**config.mk**
```make
export PLATFORM = sky130hd
export DESIGN_NAME = serialHoldGate
export DESIGN_NICKNAME = d
export VERILOG_FILES = /design/src/rtl/serialHoldPkg.sv /design/src/rtl/holdCtrl.sv /design/src/rtl/serialDp.sv /design/src/rtl/serialHoldGate.sv
export SDC_FILE = /design/constraint.sdc
export NUM_CORES = 1
export LEC_CHECK = 0
export BUFFER_PORTS_ARGS = -buffer_cell sky130_fd_sc_hd__buf_2
export CAP_MARGIN = 15
export CORE_UTILIZATION = 45
export CTS_CLUSTER_DIAMETER = 30
export CTS_CLUSTER_SIZE = 30
export DETAILED_ROUTE_END_ITERATION = 10
export MAX_ROUTING_LAYER = met4
export PLACE_DENSITY_LB_ADDON = 0.15
export SETUP_SLACK_MARGIN = 0.3
export SLEW_MARGIN = 20
export SYNTH_ARGS = -nofsm -noshare
export SYNTH_HDL_FRONTEND = slang
export SYNTH_SLANG_ARGS = --single-unit
```
**constraint.sdc**
```tcl
create_clock -name clk -period 4.6 [get_ports clk]
set_input_delay 0.23 -clock clk [delete_from_list [all_inputs] [get_ports clk]]
set_output_delay 0.23 -clock clk [all_outputs]
set_load 0.03 [all_outputs]
```
**src/rtl/serialHoldPkg.sv**
```systemverilog
`timescale 1ns/1ps
package serialHoldPkg;

  // Strobes from the pause control to the serial datapath
  typedef struct packed {
    logic clear;   // deselected: reset position, reload transmit byte
    logic sample;  // counted rising edge: take si
    logic shift;   // counted falling edge: advance output
    logic held;    // transfer paused
  } serStrobe_t;

endpackage

```
**src/rtl/holdCtrl.sv**
```systemverilog
`timescale 1ns/1ps
module holdCtrl
  import serialHoldPkg::*;
(
  input  logic       clk,
  input  logic       rstN,
  input  logic       csN,
  input  logic       sck,
  input  logic       holdN,
  output serStrobe_t strb
);

  logic sckQ;
  logic held;
  logic heldNext;
  logic sckRise;
  logic sckFall;

  assign sckRise = sck & ~sckQ;
  assign sckFall = ~sck & sckQ;

  // The pause level only follows the request while sck is low, so a
  // request made in the high phase waits for the fall and is dropped
  // if it is withdrawn before then.
  always_comb begin
    if (csN)       heldNext = 1'b0;
    else if (!sck) heldNext = ~holdN;
    else           heldNext = held;
  end

  always_ff @(posedge clk or negedge rstN) begin
    if (!rstN) begin
      sckQ <= 1'b0;
      held <= 1'b0;
    end else begin
      sckQ <= sck;
      held <= heldNext;
    end
  end

  // Edges count only when the pause register is clear in that cycle.
  // The fall that starts a pause is counted; the fall that ends it is not.
  always_comb begin
    strb.clear  = csN;
    strb.sample = ~csN & ~held & sckRise;
    strb.shift  = ~csN & ~held & sckFall;
    strb.held   = held;
  end


  cs_clears_hold_chk: assert property (@(posedge clk) disable iff (!rstN)
    csN |=> !held);


  hold_waits_sck_low_chk: assert property (@(posedge clk) disable iff (!rstN)
    (!csN && sck) |=> $stable(held));


  strobe_exclusive_chk: assert property (@(posedge clk) disable iff (!rstN)
    $onehot0({strb.sample, strb.shift, strb.clear}));

endmodule

```
**src/rtl/serialDp.sv**
```systemverilog
`timescale 1ns/1ps
module serialDp
  import serialHoldPkg::*;
#(
  parameter int DATA_W = 8,
  localparam int CNT_W = (DATA_W > 1) ? $clog2(DATA_W) : 1
)(
  input  logic              clk,
  input  logic              rstN,
  input  serStrobe_t        strb,
  input  logic              si,
  input  logic [DATA_W-1:0] txData,
  output logic              soData,
  output logic [CNT_W-1:0]  bitPos,
  output logic [DATA_W-1:0] rxByte,
  output logic              rxValid
);

  localparam logic [CNT_W-1:0] LAST_POS = CNT_W'(DATA_W - 1);

  logic [CNT_W-1:0]  bitCnt;
  logic [DATA_W-1:0] rxShift;
  logic [DATA_W-1:0] txShift;
  logic [DATA_W-1:0] rxNext;

  assign rxNext = {rxShift[DATA_W-2:0], si};

  always_ff @(posedge clk or negedge rstN) begin
    if (!rstN) begin
      bitCnt  <= '0;
      rxShift <= '0;
      txShift <= '0;
      rxByte  <= '0;
      rxValid <= 1'b0;
    end else begin
      rxValid <= 1'b0;
      if (strb.clear) begin
        bitCnt  <= '0;
        txShift <= txData;
      end else if (strb.sample) begin
        rxShift <= rxNext;
        if (bitCnt == LAST_POS) begin
          bitCnt  <= '0;
          rxByte  <= rxNext;
          rxValid <= 1'b1;
        end else begin
          bitCnt <= bitCnt + 1'b1;
        end
      end else if (strb.shift) begin
        if (bitCnt == '0) txShift <= txData;
        else              txShift <= {txShift[DATA_W-2:0], 1'b0};
      end
    end
  end

  assign soData = txShift[DATA_W-1];
  assign bitPos = bitCnt;


  held_freezes_state_chk: assert property (@(posedge clk) disable iff (!rstN)
    (strb.held && !strb.clear) |=> ($stable(bitCnt) && $stable(rxShift) && $stable(txShift)));


  byte_done_at_wrap_chk: assert property (@(posedge clk) disable iff (!rstN)
    rxValid |-> (bitCnt == '0));


  clear_zeroes_pos_chk: assert property (@(posedge clk) disable iff (!rstN)
    strb.clear |=> (bitCnt == '0));

endmodule

```
**src/rtl/serialHoldGate.sv**
```systemverilog
`timescale 1ns/1ps
module serialHoldGate
  import serialHoldPkg::*;
#(
  parameter int DATA_W = 8,
  localparam int CNT_W = (DATA_W > 1) ? $clog2(DATA_W) : 1
)(
  input  logic              clk,
  input  logic              rstN,
  input  logic              csN,
  input  logic              sck,
  input  logic              holdN,
  input  logic              si,
  input  logic [DATA_W-1:0] txData,
  output logic              soData,
  output logic              soOe,
  output logic              heldFlag,
  output logic [CNT_W-1:0]  bitPos,
  output logic [DATA_W-1:0] rxByte,
  output logic              rxValid
);

  serStrobe_t strb;

  holdCtrl i_holdCtrl (
    .clk   (clk),
    .rstN  (rstN),
    .csN   (csN),
    .sck   (sck),
    .holdN (holdN),
    .strb  (strb)
  );

  serialDp #(.DATA_W(DATA_W)) i_serialDp (
    .clk     (clk),
    .rstN    (rstN),
    .strb    (strb),
    .si      (si),
    .txData  (txData),
    .soData  (soData),
    .bitPos  (bitPos),
    .rxByte  (rxByte),
    .rxValid (rxValid)
  );

  assign heldFlag = strb.held;
  assign soOe     = ~csN & ~strb.held;


  no_hold_when_idle_chk: assert property (@(posedge clk) disable iff (!rstN)
    (csN && $past(csN)) |-> !heldFlag);

endmodule

```
==> flow_summary_export.csv <==
group,metric,value,unit
outcome,status,"completed",
cts,clkSlewWorstSetupHoldPaths,0.09,ns
layout,layout-drive-gt1-share,0.440,
global_routing,antenna_found_initial,0,
power_and_ir_drop,ir_drop,234,uV
worst_hold_path,min-delay-start,"sck",
critical_path,worst_r2r_startpoint,"i_holdCtrl.held$_DFFE_PN0P_",
layout,diodes,0,
timing,fin_setup_tns,0,ns
cts,clock-sinks,29,
cts,cts_tree,"yes",
yosys,ys_warn_count,0,
routing,num_vias,879,
cts,clockBufferDepth,2,
critical_path,arrival,2.08,ns
placement,dp_slack,2.64,ns
critical_path,cp_max_fo,14,
floorplan,rows,18,
cts,ctsHtreeMaxLevel,2,
critical_path,path_class,"register to register",
global_routing,globalRouteMet1Util,0.194,
yosys,syn_area,1280,um^2
timing,drv_slew,0,
global_routing,grt_util_met2,0.234,
power_and_ir_drop,power,0.551,mW
critical_path,r2r_slack,2.74,ns
timing,finalHoldViolations,0,
timing,finalWorstSetupSlack,2.74,ns
critical_path,r2r_cells,3,
routing,drtAntennaViolNets,0,
timing,maxSlewHeadroom,0.448,
yosys,synthCells,104,
power_and_ir_drop,p_leak,0.754,nW
global_routing,grtUsageTotal,0.160,
routing,wirelength,2260,um
timing,finalCritPeriodShare,0.405,
critical_path,cp-start-kind,"register",
critical_path,cp.required,4.81,ns
timing,max_freq,537,MHz
worst_hold_path,hp-class,"input pin to register",
cts,cts_resized,0,
critical_path,rr_endpoint,"i_serialDp.rxByte[2]$_DFFE_PN0P_",
cts,cts_root_buf,"clkbuf_4",
layout,finalNonFillerCells,164,
global_routing,grt_pass1_vias,818,
cts,clk_latency,0.32,ns
timing,setup_viol_count_final,0,
placement,portBuffers,28,
flow_run,cap_violations,0,
placement,dp.cells,156,
critical_path,startpoint,"i_holdCtrl.held$_DFFE_PN0P_",
critical_path,end_kind,"register",
floorplan,dieHeight,55.3,um
worst_hold_path,min_to,"i_holdCtrl.sckQ$_DFF_PN0_",
yosys,ys_seq_area_frac,0.567,
routing,vias_per_cell,5.36,
timing,worstMarginPinSlew,0.825,ns
timing,fin_skew,0.00688,ns
placement,dp_hpwl,1460,um
timing,rsz0062_at_grt,"no",
floorplan,ios,29,
worst_hold_path,whs_path_depth,1,
timing,layout_min_cycle_time,1.86,ns
yosys,syn_avg_cell_area,12.3,um^2
routing,wl_per_cell,13.8,um
routing,drc,0,
floorplan,start_util,0.494,
placement,gp_congestion,0.677,
yosys,synth_cell_types,23,
global_routing,grt_max_degree,30,
yosys,synth_seq_cells,29,
global_routing,grt_first_pass_wirelength,3600,um
yosys,synth.net_count,121,
layout,layout.nets,151,
floorplan,fp.dieW,55.3,um
global_routing,busiest_layer,"met2",
floorplan,dieArea,3060,um^2
routing,dr.pass1.iters,4,
power_and_ir_drop,powerDensity,368,nW/um^2
timing,whs,0.0829,ns
layout,syn_to_final_growth,16.8,%
global_routing,grt-ovfl-total,0,
routing,drt_iter0_drc,14,
floorplan,core_area,2590,um^2
cts,cts_buffers,5,
global_routing,grt_util_met3,0.0492,
-- cells in the mapped netlist --
master	count	share of area
or3_1	1	0.0049
nand2b_1	1	0.0049
nor2b_1	1	0.0049
a21oi_1	1	0.0039
nor4b_4	1	0.019
buf_4	1	0.0059
nor3b_2	1	0.0098
buf_2	1	0.0039
nor3_1	7	0.027
ha_1	3	0.029
or3b_2	6	0.041
clkbuf_1	4	0.012
nand2_1	3	0.0088
nor2_1	4	0.012
mux2_2	15	0.13
or2_2	1	0.0049
o21ai_0	9	0.035
nand2_4	1	0.0088
inv_1	4	0.012
dfrtp_1	29	0.57
a31oi_1	7	0.034
o31ai_1	2	0.012
mux2i_1	1	0.0078
-- critical path: stages (launching register included) --
cell and delay, ns:
dfrtp_1 0.45, nor4b_4 0.76, nand2_4 0.20, mux2_2 0.33
-- layout make-up --
cell class / count / area [um^2]
clock buffers: 7 / 55.1
fillers: 217 / 1090
inverters: 4 / 15.0
multi-input cells: 65 / 512
flip-flops and latches: 29 / 726
well taps: 30 / 37.5
repair buffers: 29 / 150
-- cells in the final DEF (no fill, tap or decap), types with 2 or more instances in the layout --
| cell type | instances |
|---|---|
| dfrtp_1 | 29 |
| buf_2 | 28 |
| mux2_2 | 15 |
| o21ai_0 | 9 |
| nor3_1 | 7 |
| a31oi_1 | 7 |
| or3b_2 | 6 |
| clkbuf_4 | 5 |
| inv_1 | 4 |
| nor2_1 | 4 |
| nand2_1 | 3 |
| ha_1 | 3 |
| o31ai_1 | 2 |
-- kinds of logic (layout without fill, tap and decap cells) --
family,after synthesis,after routing,synth area share
simple gates,27,27,0.146
flops,29,29,0.567
mux,16,16,0.140
compound gates,19,19,0.0850
buf+inv,10,40,0.0332
fa+ha+maj,3,3,0.0293
-- timing repair --
action                    4_1_cts  5_1_grt
setup buffers                   0        0
hold endpoints to repair       29        0
hold buffers                    1        0
-- metal layers --
layer | wire, um | up-vias
li1 | - | 431
met1 | 1060 | 421
met2 | 1060 | 22
met3 | 104 | 5
met4 | 42 | 0
met5 | 0 | -
-- sequential cells by signal (all words and copies together) (netlist names) --
| name | count |
|---|---|
| i_serialDp.rxValid | 1 |
| i_serialDp.rxShift | 7 |
| i_holdCtrl.sckQ | 1 |
| i_holdCtrl.held | 1 |
| i_serialDp.txShift | 8 |
| i_serialDp.bitPos | 3 |
| i_serialDp.rxByte | 8 |
-- stage by stage --
step           cell area [um^2]  utilization
2_1_floorplan              1280            -
3_3_place_gp               1430        0.552
3_5_place_dp               1430        0.552
4_1_cts                    1500        0.577
5_1_grt                    1500        0.577
6_report                   1500        0.577
-- worst max-delay path by stage --
| stage | end | slack [ns] | cells after the start |
|---|---|---|---|
| 2_1_floorplan | i_serialDp.txShift[6]$_DFFE_PN0P_ | 2.80 | 6 |
| 3_3_place_gp | i_serialDp.rxByte[1]$_DFFE_PN0P_ | 2.72 | 4 |
| 3_5_place_dp | i_serialDp.rxByte[0]$_DFFE_PN0P_ | 2.64 | 4 |
| 4_1_cts | i_serialDp.rxByte[2]$_DFFE_PN0P_ | 2.69 | 3 |
| 5_1_grt | i_serialDp.rxByte[2]$_DFFE_PN0P_ | 2.60 | 3 |
| 6_report | i_serialDp.rxByte[2]$_DFFE_PN0P_ | 2.74 | 3 |
-- report_power, final --
group          leakage (nW)  switching [mW]  internal (mW)
logic                 0.352          0.0393         0.0404
registers             0.370          0.0244          0.292
clock network        0.0314          0.0828         0.0720
total                 0.754           0.147          0.404
Note: power is estimated with default switching activity, not from simulation.
